===== src/rtl/fp_exc_trap.sv =====
module fp_exc_trap #(
  parameter int EXP_W = 20
) (
  input  logic             clk,
  input  logic             rst,
  input  logic             op_done,
  input  logic             op_is_div,
  input  logic             divisor_zero,
  input  logic [7:0]       dp_flags,
  input  logic             res_sign,
  input  logic [EXP_W-1:0] res_exp,
  input  logic [63:0]      res_mant,
  input  logic             dest_mem,
  input  logic [7:0]       exc_enable,
  input  logic             stat_we,
  input  logic [7:0]       stat_wdata,
  input  logic             save_clr,
  output logic [7:0]       status,
  output logic             trap_valid,
  output logic [2:0]       trap_code,
  output logic             trap_held,
  output logic [79:0]      operand
);
  localparam int NORM_BIAS = 16383;
  localparam int WRAP_BIAS = 16383 + 24576;
  localparam int MIN_NORM  = -16382;
  localparam int MAX_NORM  = 16383;
  localparam int CAT_LIM   = -WRAP_BIAS;

  logic signed [EXP_W+1:0] e_s;
  assign e_s = {{2{res_exp[EXP_W-1]}}, res_exp};

  logic unf, ovf, dz, cat;
  assign unf = e_s < MIN_NORM;
  assign ovf = e_s > MAX_NORM;
  assign cat = e_s <= CAT_LIM;
  assign dz  = op_is_div & divisor_zero;

  logic [7:0] cond, pend;
  assign cond = dp_flags | {3'b000, ovf, unf, dz, 2'b00};
  assign pend = cond & exc_enable;

  logic [14:0] f_norm, f_wrap, f_sel;
  assign f_norm = 15'(e_s + NORM_BIAS);
  assign f_wrap = 15'(e_s + WRAP_BIAS);
  assign f_sel  = cat ? 15'd0 : (unf && !dest_mem) ? f_wrap : f_norm;

  logic [2:0] code_n;
  always_comb begin
    code_n = 3'd0;
    for (int i = 0; i < 8; i++)
      if (pend[i]) code_n = 3'(i);
  end

  logic take, fire;
  assign take = op_done & ~trap_held;
  assign fire = take & (|pend);

  always_ff @(posedge clk) begin
    if (rst) begin
      status     <= 8'h00;
      trap_valid <= 1'b0;
      trap_code  <= 3'd0;
      trap_held  <= 1'b0;
      operand    <= 80'd0;
    end else begin
      if (stat_we)      status <= stat_wdata;
      else if (op_done) status <= status | cond;
      trap_valid <= fire;
      trap_held  <= fire | (trap_held & ~save_clr);
      if (take) begin
        trap_code <= code_n;
        operand   <= {res_sign, f_sel, res_mant};
      end
    end
  end

  assert_dz_sets_status_R1: assert property (@(posedge clk) disable iff (rst)
    (op_done && op_is_div && divisor_zero && !stat_we) |=> status[2]);

  assert_trap_needs_op_R2: assert property (@(posedge clk) disable iff (rst)
    trap_valid |-> ($past(op_done) && !$past(trap_held)));

  assert_catastrophic_zero_R5: assert property (@(posedge clk) disable iff (rst)
    (take && cat) |=> (operand[78:64] == 15'd0));

  assert_held_after_trap_R7: assert property (@(posedge clk) disable iff (rst)
    trap_valid |-> trap_held);

  assert_single_pulse_R7: assert property (@(posedge clk) disable iff (rst)
    trap_valid |=> !trap_valid);

  assert_sticky_R8: assert property (@(posedge clk) disable iff (rst)
    !stat_we |=> ((status & $past(status)) == $past(status)));

  assert_operand_held_R9: assert property (@(posedge clk) disable iff (rst)
    (!op_done || trap_held) |=> $stable(operand));
endmodule


===== config.mk =====
export PLATFORM = sky130hd
export DESIGN_NAME = fp_exc_trap
export DESIGN_NICKNAME = d
export VERILOG_FILES = /design/src/rtl/fp_exc_trap.sv
export SDC_FILE = /design/constraint.sdc
export NUM_CORES = 1
export LEC_CHECK = 0
export BUFFER_PORTS_ARGS = -buffer_cell sky130_fd_sc_hd__buf_2
export CORE_MARGIN = 4
export CORE_UTILIZATION = 30
export CTS_BUF_LIST = sky130_fd_sc_hd__clkbuf_16
export CTS_CLUSTER_SIZE = 24
export DETAILED_ROUTE_END_ITERATION = 8
export PLACE_DENSITY = 0.61
export SLEW_MARGIN = 0
export SYNTH_ARGS = -nofsm -noshare
export SYNTH_HDL_FRONTEND = slang
export SYNTH_SLANG_ARGS = --single-unit

===== constraint.sdc =====
create_clock -name clk -period 3.18 [get_ports clk]
set_input_delay 0.477 -clock clk [delete_from_list [all_inputs] [get_ports clk]]
set_output_delay 0.477 -clock clk [all_outputs]
set_load 0.005 [all_outputs]

==> qor.yml, run 1 <==
grt_start_max_net_pins: 68
insertion_delay_ns: 0.34
fmax_ghz: 0.514
synth_fp_nets: 596
cpPeakStageDelay_ns: 0.53
hold_viol: 0
ctsHtreeMaxLevel: 3
power_per_cell_area_nw_per_um2: 534
finalSetupViolations: 0
timing.hold.ws_ns: 0.373
rsz0062_at_grt: "no"
routed_wl_um: 11200
ys_top_cells_by_area: "dfxtp_1, nand2_1, a21oi_1, nor2_1, o21ai_2"
cts_setup_buffers: 0
synthDistinctLibCells: 38
postLayoutCellArea_um2: 5220
ios: 210
cp.arrival_ns: 2.16
crit_type: "in2reg"
ant_nets: 0
critPathMaxFanout: 15
die-area_um2: 14300
finClkSkew_ns: 0.00520
slowest_stage: "nor3b_1"
synth_top_area_cell: "dfxtp_1"
root_buffer: "clkbuf_16"
grt_pass1_wl_um: 17600
drv_cap: 0
row_count: 40
dp_hpwl_um: 8480
slew_viol_final: 0
drc: 0
placement.io_buffers: 209
routedWlPerCell_um: 13.2
grt_pass1_vias: 3722
synth_area_um2: 3740
path_buf_inv: 2
min-delay-path-class: "in2reg"
drt_iter0_drc: 175
status: "finished clean"
antennaDiodeCount: 0
clock_sinks: 93
startpoint_type: "input port"
vdd.ir_drop.worst_uv: 216
synth.avg_cell_area_um2: 7.85
fin_crit_sh: 0.612
drt_pass1_iterations: 4
cp-end-kind: "flip-flop"
path_clk_slew_ns: 0.07
cp_cell_sequence: "buf_2 > inv_1 > ha_1 > nor3b_1 > nand3_1 > a21oi_1 > or4b_4 > o21ai_0"
ctsResizeCount: 0
die_h_um: 120
worstMarginPinSlew_ns: 0.949
async_reset_ff_frac: 0
p_leak_uw: 0.00246
yosysSeqAreaShare: 0.498
period_minus_slack_ns: 1.95
multi_input_area_um2: 1750
start_util: 0.308
relSlewSlack: 0.365
cts_tree: "yes"
core_area_um2: 12100
vias_per_cell: 4.57
vias: 3854
nFillCells: 1256
gp_congestion: 0.814
synth_warnings: 0
ys_seq_elements: 93
dieWidth_um: 120
ys.flop_type: "dfxtp_1"
final.setup.tns_ns: 0
synth_edf_count: 0
layout.nets: 791
yosysTopAreaCellShare: 0.498
grt.overflow.total: 0
cts_hold_buf: 0
cts-buffers-inserted: 9
antenna_found_initial: 0
cts_buffer_depth: 2
synthCells: 476
postPlaceCellArea_um2: 4910
regArea_um2: 1860
cp_top_family: "simple AND/OR/NAND/NOR gates"
drive_gt1_frac: 0.358
grt.total_usage: 0.152
areaGrowthSynthToFinish_pct: 39.8
critical_path_required_ns: 3.39
-- sequential cells by signal (all words and copies together), names as in the netlist --
| name | cells |
|---|---|
| trap_held | 1 |
| trap_valid | 1 |
| trap_code | 3 |
| status | 8 |
| operand | 80 |
-- per-stage QoR --
step           std cells  setup WS, ns  utilization  power, uW
6_report             844          1.23        0.431       2790
5_1_grt              844          1.03        0.431       2930
4_1_cts              844          1.24        0.431       2840
3_5_place_dp         828         0.904        0.406       1700
3_3_place_gp         828         0.955        0.406       1690
2_1_floorplan        476          1.24            -       1500
-- cells in the final DEF (no fill, tap or decap), types with 2 or more instances in the layout --
| cell type | netlist | routed |
|---|---|---|
| o21ai_0 | 7 | 7 |
| a211oi_1 | 5 | 5 |
| xor2_1 | 5 | 5 |
| nor2b_1 | 6 | 5 |
| nand3_1 | 3 | 3 |
| nand2_1 | 160 | 160 |
| nor2_1 | 25 | 25 |
| xnor2_1 | 7 | 7 |
| nand2b_1 | 3 | 2 |
| o21ai_2 | 10 | 10 |
| a21oi_1 | 84 | 84 |
| nor4_4 | 2 | 2 |
| ha_1 | 3 | 3 |
| buf_2 | 2 | 209 |
| inv_1 | 3 | 6 |
| bufinv_16 | 0 | 2 |
| a31oi_1 | 2 | 2 |
| nor4_1 | 2 | 2 |
| dfxtp_1 | 93 | 93 |
| nand4_1 | 3 | 3 |
| buf_4 | 0 | 4 |
| nor3_1 | 9 | 9 |
| clkbuf_16 | 0 | 9 |
-- power breakdown --
group	internal (uW)	switching (uW)	leakage (uW)	total, uW
Sequential	1240	37.6	0.000765	1280
Clock	679	437	0.000161	1120
Combinational	175	218	0.00153	393
-- layout make-up --
cell class,instances,area share
Sequential cell,93,0.356
Timing Repair Buffer,213,0.206
Clock inverter,7,0.0161
Multi-Input combinational cell,351,0.336
Inverter,3,0.00216
Clock buffer,9,0.0431
Tap cell,168,0.0402
-- worst register-to-register path, stage by stage (launching register included) --
cell and delay, ns:
dfxtp_1 0.35, nor2b_4 0.44, buf_4 0.52, nand2_1 0.13
a21oi_1 0.14
-- routing by layer --
metal,share of wire,track usage,vias to the layer above
met1,0.42,0.176,1737
met3,0.058,0.0353,16
met4,0.020,0.0709,0
li1,-,-,1976
met5,0,0,-
met2,0.50,0.264,125
-- final timing paths --
check	start	end	slack, ns	depth (start not counted)
worst max-delay path	res_exp[1]	operand[77]	1.23	8
worst min-delay path	res_mant[29]	operand[29]	0.37	3
worst max register to register	trap_held	operand[2]	1.53	4
worst min register to register	operand[38]	operand[38]	0.45	2
-- cells by family after synthesis --
group,share of synthesized area
buffers and inverters,0.0348
DFF,0.498
adders and majority gates,0.0100
and+or+nand+nor,0.255
xor gates and xnor gates,0.0281
AOI/OAI and AO/OA,0.174
-- synthesized netlist by cell type (all sizes together) (3+ instances only) --
| cell | number |
|---|---|
| clkbuf | 21 |
| nor2b | 6 |
| dfxtp | 93 |
| a211oi | 5 |
| nand2 | 161 |
| xor2 | 5 |
| inv | 3 |
| nand3 | 4 |
| nand2b | 3 |
| ha | 3 |
| nand4 | 3 |
| nor4 | 4 |
| o21ai | 17 |
| nor3 | 9 |
| nor2 | 25 |
| a21oi | 84 |
| xnor2 | 7 |
| buf | 8 |
Power figures use the tool's default switching activity.
==> inputs of run 2 (changes only) <==
Settings changed: ABC_AREA set to 1, PLACE_DENSITY 0.61 to 0.63.
Clock period 3.18 ns to 1.73 ns, I/O delays scaled along.
==> qor.yml, run 2 <==
placement.io_buffers: 209  # unchanged
final_common_cell: "buf_2"
layout.nets: 867  # +9.6%
min-delay-start: "res_mant[24]"
nFillCells: 1275  # +1.5%
setup_ws_ns: 0.162  # -1.07 ns
yosysTopAreaCellShare: 0.492  # -0.00642
synth.most_common_cell: "nor2_1"
r2r_start: "trap_held"
synthCells: 518  # +8.8%
areaGrowthSynthToFinish_pct: 46.2
synth_warnings: 0  # unchanged
synth_adder_area_share: 0.00992  # -0.000130
insertion_delay_ns: 0.34  # about the same
final_util: 0.455  # +0.0237
grt_pass1_vias: 3928  # +5.5%
critical_path_required_ns: 2.00  # -1.39 ns
synth_common_cells: "nor2_1, dfxtp_1, o21ai_0"
vdd.ir_drop.worst_uv: 399  # +85%
vias_per_cell: 4.42  # -3.2%
row_count: 40  # unchanged
cp-end-kind: "flip-flop"
vias: 4061  # +5.4%
worstMarginPinSlew_ns: 0.354  # -0.595 ns
power_per_cell_area_nw_per_um2: 912  # +71%
synth_fp_nets: 638  # +7.0%
synth_xor_area_frac: 0.0231  # -0.00499
finClkSkew_ns: 0.00683  # +0.00163 ns
cts-buffers-inserted: 9  # unchanged
dieWidth_um: 120  # +0.61%
grt.total_usage: 0.159  # +0.00720
synth_simple_gate_area_frac: 0.264  # +0.00928
crit_top_cell: "nand2_1"
fin_crit_sh: 0.906
antennaDiodeCount: 0  # unchanged
synth_top_family_by_area: "simple AND/OR/NAND/NOR gates"
routed_wl_um: 11600  # +4.3%
die-area_um2: 14500  # +1.2%
cts_buffer_depth: 2  # unchanged
fmax_ghz: 0.638
ctsHtreeMaxLevel: 3  # unchanged
r2r_cells: 5  # +1
drv_cap: 0  # unchanged
synthMuxAreaShare: 0  # unchanged
reg.largest.list: "operand (80), status (8), trap_code (3)"
start_util: 0.311  # +0.00274
dp_hpwl_um: 8670  # +2.2%
gp_congestion: 0.867  # +6.5%
cpPeakStageDelay_ns: 0.26  # -0.27 ns
dp_worst_setup_slack_ns: -0.201  # -1.11 ns
rrSetupSlack_ns: 0.47  # -1.06 ns
routedWlPerCell_um: 12.7  # -4.2%
synth.avg_cell_area_um2: 7.31  # -6.9%
grt_pass1_wl_um: 18900  # +7.6%
min-delay-path-class: "in2reg"
cp_cell_sequence: "buf_2 > nor2_2 > nand2_1 > nor2_2 > nand2_1 > nand2_1 > nand2_1 > or2_4 > ha_4 > nand2_1 > inv_2 > nor2_1 > nand2_1 > nand2_1 > nor2_1 > nor2_1 > nor2_1"
largest_reg_flops: 80  # unchanged
ys_top_cells_by_area: "dfxtp_1, nor2_1, o21ai_0, nand2_1, a21oi_1"
synth_area_um2: 3780  # +1.3%
core_area_um2: 12200  # +0.41%
drive_gt1_frac: 0.369  # +0.0109
synth_top_area_cell: "dfxtp_1"
yosysSeqAreaShare: 0.492  # -0.00642
grt_start_max_net_pins: 80  # +18%
grt.overflow.total: 0  # unchanged
final_cell_mix: "buf_2, nor2_1, dfxtp_1"
dp.cells: 903  # +9.1%
slowest_stage: "ha_4"
crit_type: "in2reg"
hold_end: "operand[24]"
postLayoutCellArea_um2: 5530  # +5.9%
slew_viol_final: 0  # unchanged
p_leak_uw: 0.00286  # +16%
status: "finished clean"
synth_compound_area_frac: 0.161  # -0.0128
antenna_found_initial: 0  # unchanged
synth_edf_count: 0  # unchanged
async_reset_ff_frac: 0  # unchanged
final_cell_count_no_fill: 919  # +8.9%
clock_sinks: 93  # unchanged
startpoint_type: "input port"
hold_viol: 0  # unchanged
die_h_um: 120  # +0.61%
finalSetupViolations: 0  # unchanged
ys.flop_type: "dfxtp_1"
hold_depth: 3  # unchanged
ys_seq_elements: 93  # unchanged
drc: 0  # unchanged
root_buffer: "clkbuf_16"
cp.arrival_ns: 1.84  # -0.32 ns
r2r_end: "operand[22]"
path_clk_slew_ns: 0.06  # about the same
drt_pass1_iterations: 4  # unchanged
drt_iter0_drc: 204  # +17%
relSlewSlack: 0.764  # +0.399
period_minus_slack_ns: 1.57
synthDistinctLibCells: 32  # -16%
postPlaceCellArea_um2: 5260  # +7.1%
cts_tree: "yes"
largest_register: "operand"
ios: 210  # unchanged
critPathMaxFanout: 2  # -13
ant_nets: 0  # unchanged
## run 2: cell count changes in the layout (fill, tap and decap cells not counted), sizes merged, moves of 3 or more
cell,change
a211oi,-3
a21oi,-61
buf,+34
inv,+15
nand2,-101
nand2b,-3
nand4,+3
nor2,+139
nor2b,-6
nor3,-4
nor4,-3
o21ai,+71
or2,+4
xnor2,-3
## run 2: final cells by class
| class | count | area (um^2) | area share |
|---|---|---|---|
| Clock inverter | 6 | 32.5 | 0.00588 |
| Sequential cell | 93 | 1860 | 0.336 |
| Clock buffer | 9 | 225 | 0.0407 |
| Inverter | 18 | 67.6 | 0.0122 |
| Tap cell | 168 | 210 | 0.0380 |
| Multi-Input combinational cell | 378 | 1770 | 0.319 |
| Timing Repair Buffer | 247 | 1370 | 0.247 |
## run 2: routing by layer
metal | up-vias | global-route usage | wire (um)
li1 | 2130 | - | -
met2 | 145 | 0.266 | 5460
met3 | 10 | 0.0407 | 959
met1 | 1776 | 0.199 | 5050
met5 | - | 0 | 0
met4 | 0 | 0.0552 | 176
## run 2: cell families (layout without fill, tap and decap cells)
group	count (synthesis)	after routing
AOI/OAI and AO/OA	118	118
DFF	93	93
and+or+nand+nor	247	247
xor gates and xnor gates	10	10
buffers and inverters	47	280
adders and majority gates	3	3
## run 2: power breakdown
| part | switching, uW | leakage (uW) | internal (uW) | total [uW] |
|---|---|---|---|---|
| clock network | 792 | 0.000132 | 953 | 1740 |
| registers | 81.1 | 0.000771 | 2330 | 2410 |
| logic | 476 | 0.00195 | 417 | 892 |
## run 2: how the worst max path moves through the flow
| stage | startpoint | slack [ns] | to | depth (start not counted) |
|---|---|---|---|---|
| finish | res_exp[9] | 0.16 | operand[78] | 17 |
| global route | res_exp[6] | -0.01 | operand[78] | 17 |
| detailed placement | res_exp[4] | -0.20 | operand[78] | 17 |
| floorplan | res_exp[6] | 0.03 | operand[78] | 16 |
| CTS | res_exp[4] | 0.15 | operand[78] | 17 |
| global placement | res_exp[4] | -0.17 | operand[78] | 17 |
## run 2: per-stage QoR
stage / hold WS (ns) / TNS, ns / total power, uW
3_3_place_gp: 0.453 / -0.272 / 3350
4_1_cts: 0.126 / 0 / 5130
5_1_grt: 0.140 / -0.0122 / 5360
3_5_place_dp: 0.458 / -0.337 / 3350
2_1_floorplan: 0.329 / 0 / 2850
6_report: 0.143 / 0 / 5050
## run 2: repair_timing
item / in CTS / in global routing
setup buffers: 0 / 1
endpoints found under the hold margin: 0 / 0
resized for setup: 0 / 4
setup endpoints to repair: 0 / 2
hold buffers: 0 / 0
## run 2: critical path: cells and delay by family
family        cells  cell delay [ns]
fa+ha+maj         1             0.26
buf+inv           2             0.16
simple gates     14             1.14
